$ cat src/rtl/wst_pkg.sv
package wst_pkg;
  typedef enum logic [1:0] {
    ST_IDLE   = 2'd0,
    ST_SETUP  = 2'd1,
    ST_ACCESS = 2'd2,
    ST_HOLD   = 2'd3
  } wst_state_e;

  typedef struct packed {
    logic ext;
    logic iterm;
    logic setup;
    logic hold;
  } wst_mode_t;
endpackage

$ cat src/rtl/wst_ata_sync.sv
module wst_ata_sync #(
  parameter int unsigned STAGES = 2
) (
  input  logic clk_i,
  input  logic rst_ni,
  input  logic d_i,
  output logic q_o
);
  logic [STAGES-1:0] chain_q;

  generate
    for (genvar s = 0; s < STAGES; s++) begin : g_stage
      if (s == 0) begin : g_first
        always_ff @(posedge clk_i or negedge rst_ni)
          if (!rst_ni) chain_q[0] <= 1'b0;
          else         chain_q[0] <= d_i;
      end else begin : g_next
        always_ff @(posedge clk_i or negedge rst_ni)
          if (!rst_ni) chain_q[s] <= 1'b0;
          else         chain_q[s] <= chain_q[s-1];
      end
    end
  endgenerate

  assign q_o = chain_q[STAGES-1];
endmodule

$ cat src/rtl/wst_wait_cnt.sv
module wst_wait_cnt #(
  parameter int unsigned WAIT_W = 4
) (
  input  logic              clk_i,
  input  logic              rst_ni,
  input  logic              clr_i,
  input  logic              en_i,
  input  logic [WAIT_W-1:0] limit_i,
  output logic              expired_o
);
  localparam logic [WAIT_W-1:0] CNT_MAX = '1;

  logic [WAIT_W-1:0] cnt_q;

  // saturates so an untimed access never wraps into a false match
  always_ff @(posedge clk_i or negedge rst_ni) begin
    if (!rst_ni)                     cnt_q <= '0;
    else if (clr_i)                  cnt_q <= '0;
    else if (en_i && cnt_q != CNT_MAX) cnt_q <= cnt_q + 1'b1;
  end

  assign expired_o = (cnt_q == limit_i);
endmodule

$ cat src/rtl/wst_seq.sv
module wst_seq
  import wst_pkg::*;
#(
  parameter int unsigned WAIT_W = 4
) (
  input  logic              clk_i,
  input  logic              rst_ni,
  input  logic              start_i,
  input  wst_mode_t         mode_i,
  input  logic [WAIT_W-1:0] wait_i,
  input  logic              ta_i,
  input  logic              ata_s_i,
  input  logic              expired_i,
  output logic [WAIT_W-1:0] wait_o,
  output logic              cnt_clr_o,
  output logic              cnt_en_o,
  output logic              cs_o,
  output logic              done_o,
  output logic              ta_oe_o,
  output logic              ta_o,
  output logic              busy_o
);
  wst_state_e        state_q, state_d;
  wst_mode_t         mode_q;
  logic [WAIT_W-1:0] wait_q;
  logic              accept, ta_own, in_access, term;

  assign busy_o    = (state_q != ST_IDLE);
  assign accept    = start_i && !busy_o;
  assign ta_own    = mode_q.ext && mode_q.iterm;
  assign in_access = (state_q == ST_ACCESS);
  assign term      = in_access &&
                     ((mode_q.iterm && expired_i) || (!ta_own && ta_i) || ata_s_i);

  always_comb begin
    state_d = state_q;
    unique case (state_q)
      ST_IDLE:   if (accept) state_d = mode_i.setup ? ST_SETUP : ST_ACCESS;
      ST_SETUP:  state_d = ST_ACCESS;
      ST_ACCESS: if (term) state_d = mode_q.hold ? ST_HOLD : ST_IDLE;
      ST_HOLD:   state_d = ST_IDLE;
      default:   state_d = ST_IDLE;
    endcase
  end

  always_ff @(posedge clk_i or negedge rst_ni) begin
    if (!rst_ni) begin
      state_q <= ST_IDLE;
      mode_q  <= '0;
      wait_q  <= '0;
    end else begin
      state_q <= state_d;
      if (accept) begin
        mode_q <= mode_i;
        wait_q <= wait_i;
      end
    end
  end

  assign wait_o    = wait_q;
  assign cnt_clr_o = !in_access;
  assign cnt_en_o  = in_access && !term;
  assign cs_o      = in_access || (state_q == ST_HOLD);
  assign done_o    = term;
  assign ta_oe_o   = busy_o && ta_own;
  assign ta_o      = ta_oe_o && term;
endmodule

$ cat src/rtl/wst_ctrl.sv
module wst_ctrl
  import wst_pkg::*;
#(
  parameter int unsigned NUM_REGIONS = 8,
  parameter int unsigned WAIT_W      = 4,
  parameter int unsigned SYNC_STAGES = 2,
  localparam int unsigned REGION_W   = (NUM_REGIONS > 1) ? $clog2(NUM_REGIONS) : 1
) (
  input  logic                          clk_i,
  input  logic                          rst_ni,
  input  logic                          start_i,
  input  logic                          ext_master_i,
  input  logic [REGION_W-1:0]           region_i,
  input  logic [NUM_REGIONS*WAIT_W-1:0] wait_cfg_i,
  input  logic [NUM_REGIONS-1:0]        iterm_en_i,
  input  logic [NUM_REGIONS-1:0]        setup_en_i,
  input  logic [NUM_REGIONS-1:0]        hold_en_i,
  input  logic                          ta_i,
  input  logic                          ata_i,
  output logic                          cs_o,
  output logic                          done_o,
  output logic                          ta_oe_o,
  output logic                          ta_o
);
  localparam logic [REGION_W-1:0] DFLT_IDX = REGION_W'(NUM_REGIONS - 1);

  logic [WAIT_W-1:0]   wait_arr [NUM_REGIONS];
  logic [REGION_W-1:0] sel_idx;
  wst_mode_t           mode_sel;
  logic [WAIT_W-1:0]   wait_sel, wait_cur;
  logic                ata_s, expired, cnt_clr, cnt_en, busy;

  generate
    for (genvar r = 0; r < NUM_REGIONS; r++) begin : g_unpack
      assign wait_arr[r] = wait_cfg_i[r*WAIT_W +: WAIT_W];
    end
  endgenerate

  // unpopulated indices fall back to the default-memory profile
  assign sel_idx        = (int'(region_i) < NUM_REGIONS) ? region_i : DFLT_IDX;
  assign wait_sel       = wait_arr[sel_idx];
  assign mode_sel.ext   = ext_master_i;
  assign mode_sel.iterm = iterm_en_i[sel_idx];
  assign mode_sel.setup = setup_en_i[sel_idx];
  assign mode_sel.hold  = hold_en_i[sel_idx];

  wst_ata_sync #(.STAGES(SYNC_STAGES)) u_sync (
    .clk_i (clk_i),
    .rst_ni(rst_ni),
    .d_i   (ata_i),
    .q_o   (ata_s)
  );

  wst_wait_cnt #(.WAIT_W(WAIT_W)) u_cnt (
    .clk_i    (clk_i),
    .rst_ni   (rst_ni),
    .clr_i    (cnt_clr),
    .en_i     (cnt_en),
    .limit_i  (wait_cur),
    .expired_o(expired)
  );

  wst_seq #(.WAIT_W(WAIT_W)) u_seq (
    .clk_i    (clk_i),
    .rst_ni   (rst_ni),
    .start_i  (start_i),
    .mode_i   (mode_sel),
    .wait_i   (wait_sel),
    .ta_i     (ta_i),
    .ata_s_i  (ata_s),
    .expired_i(expired),
    .wait_o   (wait_cur),
    .cnt_clr_o(cnt_clr),
    .cnt_en_o (cnt_en),
    .cs_o     (cs_o),
    .done_o   (done_o),
    .ta_oe_o  (ta_oe_o),
    .ta_o     (ta_o),
    .busy_o   (busy)
  );
endmodule

$ cat config.mk
export PLATFORM = sky130hd
export DESIGN_NAME = wst_ctrl
export DESIGN_NICKNAME = d
export VERILOG_FILES = /design/src/rtl/wst_pkg.sv /design/src/rtl/wst_ata_sync.sv /design/src/rtl/wst_wait_cnt.sv /design/src/rtl/wst_seq.sv /design/src/rtl/wst_ctrl.sv
export SDC_FILE = /design/constraint.sdc
export NUM_CORES = 1
export LEC_CHECK = 0
export BUFFER_PORTS_ARGS = -buffer_cell sky130_fd_sc_hd__buf_2
export CORE_ASPECT_RATIO = 1.4
export CORE_MARGIN = 2
export CORE_UTILIZATION = 46
export DETAILED_ROUTE_END_ITERATION = 7
export GPL_TIMING_DRIVEN = 0
export PLACE_DENSITY = 0.85
export SLEW_MARGIN = 20
export SYNTH_ARGS = -nofsm -noshare
export SYNTH_HDL_FRONTEND = slang
export SYNTH_SLANG_ARGS = --single-unit
$ cat constraint.sdc
create_clock -name clk_i -period 4.8 [get_ports clk_i]
set_clock_uncertainty 0.05 [all_clocks]
set_input_delay 1.2 -clock clk_i [delete_from_list [all_inputs] [get_ports clk_i]]
set_output_delay 1.2 -clock clk_i [all_outputs]
set_load 0.03 [all_outputs]
**After elaboration in Yosys (flattened, before gate mapping)**

Cells that the tools add are included.

- Word-level logic and storage cells: 54
- Register bits: 15
- Output and inout port bits: 4
- Input bits: 65

- Muxes and demuxes: 16
- Bitwise operators: 1
- Reduce and logical (&&, ||, !) cells: 18
- Equal/unequal tests: 8
- Order comparisons: 2
- Add/sub/neg operators: 1

Operators by type and width:

| cell | count |
|---|---|
| $mux W4 | 4 |
| $bmux W4 S3 | 1 |
| $bmux W1 S3 | 3 |
| $logic_and A1 B1 Y1 | 9 |
| $mux W2 | 4 |
| $pmux W2 S4 | 1 |
| $add A4 B1 Y4 const B | 1 |
| $eq A2 B2 Y1 const B | 2 |
| $eq A4 B4 Y1 | 1 |
| $ge A4 B4 Y1 const B | 1 |
| $lt A3 B4 Y1 const B | 1 |
| $ne A2 B2 Y1 const B | 2 |
| $ne A4 B4 Y1 const B | 1 |
| $not A3 Y4 | 1 |
| $logic_not A1 Y1 | 3 |
| $logic_or A1 B1 Y1 | 3 |
| $mux W1 | 3 |
| $eq A2 B1 Y1 const B | 1 |
| $logic_not A2 Y1 | 1 |
| $ne A2 B1 Y1 const B | 1 |
| $reduce_and A2 Y1 | 1 |
| $reduce_bool A2 Y1 | 1 |

**Depth between registers and ports, before layout**

- Word-level depth: 11
- Gate-level depth with buffers: 7

**Modules after synthesis**

A second synthesis with hierarchy kept.

- Cell total of the unflattened synthesis: 88
- Area total of the unflattened synthesis: 1,218.7 um^2

Modules (own cells, without submodules):

| module | cells an instance | instances | area an instance (um^2) |
|---|---|---|---|
| wst_ctrl | 25 | 1 | 485.5 |
| wst_seq | 36 | 1 | 424.2 |
| wst_wait_cnt | 25 | 1 | 259.0 |
| wst_ata_sync | 2 | 1 | 50.0 |

**Worst setup path after synthesis**

Ideal clock, no wire load.

- Kind: input to output
- Start: in ta_i
- End: out ta_o
- Setup slack: 1.366 ns
- Arrival: 2.184 ns
- Cell stages on the path: 4
- Data required time: 3.550 ns
- Cell sequence: a21oi_1 o41a_1 buf_6 nor3_1

- Longest elaborated chain between the ends: 5

RTL lines:

| item | RTL line | text |
|---|---|---|
| start: declaration | wst_ctrl.sv:18 | `input logic ta_i,` |
| $logic_and A1 B1 Y1 | wst_seq.sv:33 | `((mode_q.iterm && expired_i) \|\| (!ta_own && ta_i) \|\| ata_s_i);` |
| $logic_or A1 B1 Y1 (2 in a row) | wst_seq.sv:33 |  |
| $logic_and A1 B1 Y1 | wst_seq.sv:32 | `assign term = in_access &&` |
| $logic_and A1 B1 Y1 | wst_seq.sv:66 | `assign ta_o = ta_oe_o && term;` |
| end: declaration | wst_ctrl.sv:23 | `output logic ta_o` |

No other way between the ends.

**Worst setup path in the final report**

Ends and elaborated chain as after synthesis.

==> metrics.txt <==
status completed; Reg clk slew, reported paths 90 ps; Resize count post-CTS 0; peak supply drop 0.0002113 V; CTS Hold Buffers Added 0; Worst setup endpoint ta_o; Antenna Nets Post-Route 0; mapped cell area between 1000 and 1500 µm²; global-route wire length before repair about 4.8 mm; CTS buffer count 3; Hold Crit Class flip-flop to flip-flop; pin count of the biggest net entering global routing 16; CP Data Required Time 3550 ps; row cnt 21; area delta synth->final 34.30%; ranking of synthesized cells by area dfrtp_1 (33%), mux4_2 (26%), nand2_1 (5.0%); # Post-CTS Setup Buffers 0; die width 45.84 µm; gr usage total 0.2233; maximum clock insertion buffer count 2; Logic pwr share 0.481; slowest library cell on the worst path o41a_1; Critical Path Most Common Cell buf_2; DR vias 1,169; Overflow after GRT 0; fin nets 244; Final Slew Violations 0; Crit. End Element output pin; CTS tree built; Lkg Pwr 0.7343 nW; Seq/Total Area, Yosys 0.3330; Seq cells post-synth 15; Synth Warn # 0; antenna diode count 0; number of flops mapped to enable cells by yosys 0; Max Cap Viol 0; top cells by count, synth dfrtp_1 (15), nand2_1 (15), mux4_2 (13), nor2_1 (13), a31oi_1 (6); die area 2868 µm²; initial antenna violation count 0; initial core utilization 0.4767; WL/cell about 15 µm; reg2reg end u_cnt.cnt_q[2]; net switching power 0.2213 mW; DRC 0; post-placement cell count slightly below 200; sequential share of power 0.387; RSZ-0062 raised after global routing no; Die H 62.58 µm; Reg2Reg Depth 6; final hold viol count 0; Mapped Nets 173; Setup Crit Path Kind input port to output pin; post-synth cell types 32; switching part of the total 0.4126; Max FO, Critical Path 10; Final min period around 3400 ps; root buffer cell clkbuf_4; Worst path max stage delay 250 ps; clock share of power 0.133; # IOs 69; period utilization 0.6987; Worst-Skew Late Latency 280 ps; Pwr Total 0.5363 mW; CP Launch Type input port; DR vias/cell 5.845; final number of setup-violating endpoints 0; Rel. slew slack 0.7533; Max Freq 0.2982 GHz; Core Area around 2400 µm²; PortBufs 66; clock sinks 15; worst r2r src u_cnt.cnt_q[2]; Cells after Synth 107; Async S/R FF share, synth 1.000; TNS Setup 0 ps; min-delay src u_sync.chain_q[0]; final std cells w/o fill 200; cell accounting for the most synthesized area dfrtp_1; worst path arrival time ~2100 ps; R2R setup slack 3050 ps; Worst Setup SP ta_i; DP Wirelength 2.545 mm; Worst Max-Slew Pin Slew about 370 ps; H-tree levels 1; WL final a little under 3 mm; number of global-route vias before repair 1,154; drt pass-1 iters 4; hold_ws 303.4 ps; routability cong. 0.8804; pwr/cell area around 350 nW/µm²; share of the synthesized area in the top cell type 0.3330; Top FF cell, synth dfrtp_1; worst path cell trace buf_2 -> a21oi_1 -> o41a_1 -> buf_6 -> nor3_1 -> buf_2; Int Pwr between 0.3 and 0.4 mW; syn avg cell area approximately 11 µm²; Iter 0 DRT Violations 18; share of layout cells above drive strength 1 0.5254
==> placed cells by master (no fill, tap or decap), types with 2 or more instances in the layout <==
cell type	n
a211oi_1	2
a21oi_1	4
a31oi_1	6
buf_2	69
clkbuf_1	2
clkbuf_4	3
dfrtp_1	15
inv_1	4
mux2i_1	2
mux4_2	13
nand2_1	15
nand2b_1	3
nand3_1	3
nor2_1	13
o21ai_0	4
==> cell families after synthesis <==
kind of cell | after synthesis | share of synthesized area
DFF | 15 | 0.3330
and+or+nand+nor | 37 | 0.1398
AOI/OAI and AO/OA | 25 | 0.1676
xor gates and xnor gates | 1 | 0.007771
adders and majority gates | 1 | 0.01110
muxes | 16 | 0.2875
buffers and inverters | 12 | 0.05327
==> critical path: cells and delay by family <==
kind | cells | cell delay [ps]
AO/OA/AOI/OAI | 2 | 410
buffers and inverters | 3 | 440
AND/OR/NAND/NOR | 1 | 50
==> flip-flops by register name (all words and copies together) (netlist names) <==
register	cells
u_sync.chain_q	1
u_seq.state_q	2
u_seq.wait_o	4
u_sync.q_o	1
u_seq.mode_q	3
u_cnt.cnt_q	4
==> power by group through the flow <==
stage / clock [mW] / combinational, mW / sequential, mW
global placement: 0 / 0.247 / 0.204
global route: 0.0799 / 0.285 / 0.214
CTS: 0.0745 / 0.259 / 0.207
finish: 0.0712 / 0.258 / 0.207
floorplan: 0 / 0.188 / 0.198
detailed placement: 0 / 0.258 / 0.209
==> cell type report <==
cell class                 count  area, µm²
tap                           23      28.78
inverter                       5      18.77
buffer                         7      41.29
clock inverter                 1      5.005
timing repair buffer          66      330.3
fill                         191      850.8
sequential                    15      375.4
multi-input combinational     80      691.9
clock buffer                   3      22.52
==> worst min-delay path by stage <==
stage | end | cells after the start | slack, ps
6_report | u_sync.q_o | 0 | 300
5_1_grt | u_sync.q_o | 0 | 330
4_1_cts | u_sync.q_o | 0 | 310
3_5_place_dp | u_sync.q_o | 0 | 280
3_3_place_gp | u_sync.q_o | 0 | 280
2_1_floorplan | u_sync.q_o | 0 | 280
==> through the flow <==
stage	cell area [µm²]	worst slack (ps)	utilization
after floorplan	1127	1366	-
final	1514	1446	0.6402
after global routing	1514	1398	0.6402
after global placement	1486	1510	0.6286
after CTS	1514	1470	0.6402
after detailed placement	1486	1472	0.6286
==> routing by layer <==
metal / global-route usage / vias to the layer above / wire length [µm]
met5: 0 / - / 0
met4: 0.1071 / 0 / 110
met3: 0.03468 / 13 / 339
met2: 0.3681 / 81 / 1458
met1: 0.2701 / 525 / 1021
li1: - / 550 / -
(Power assumes the default switching activity.)
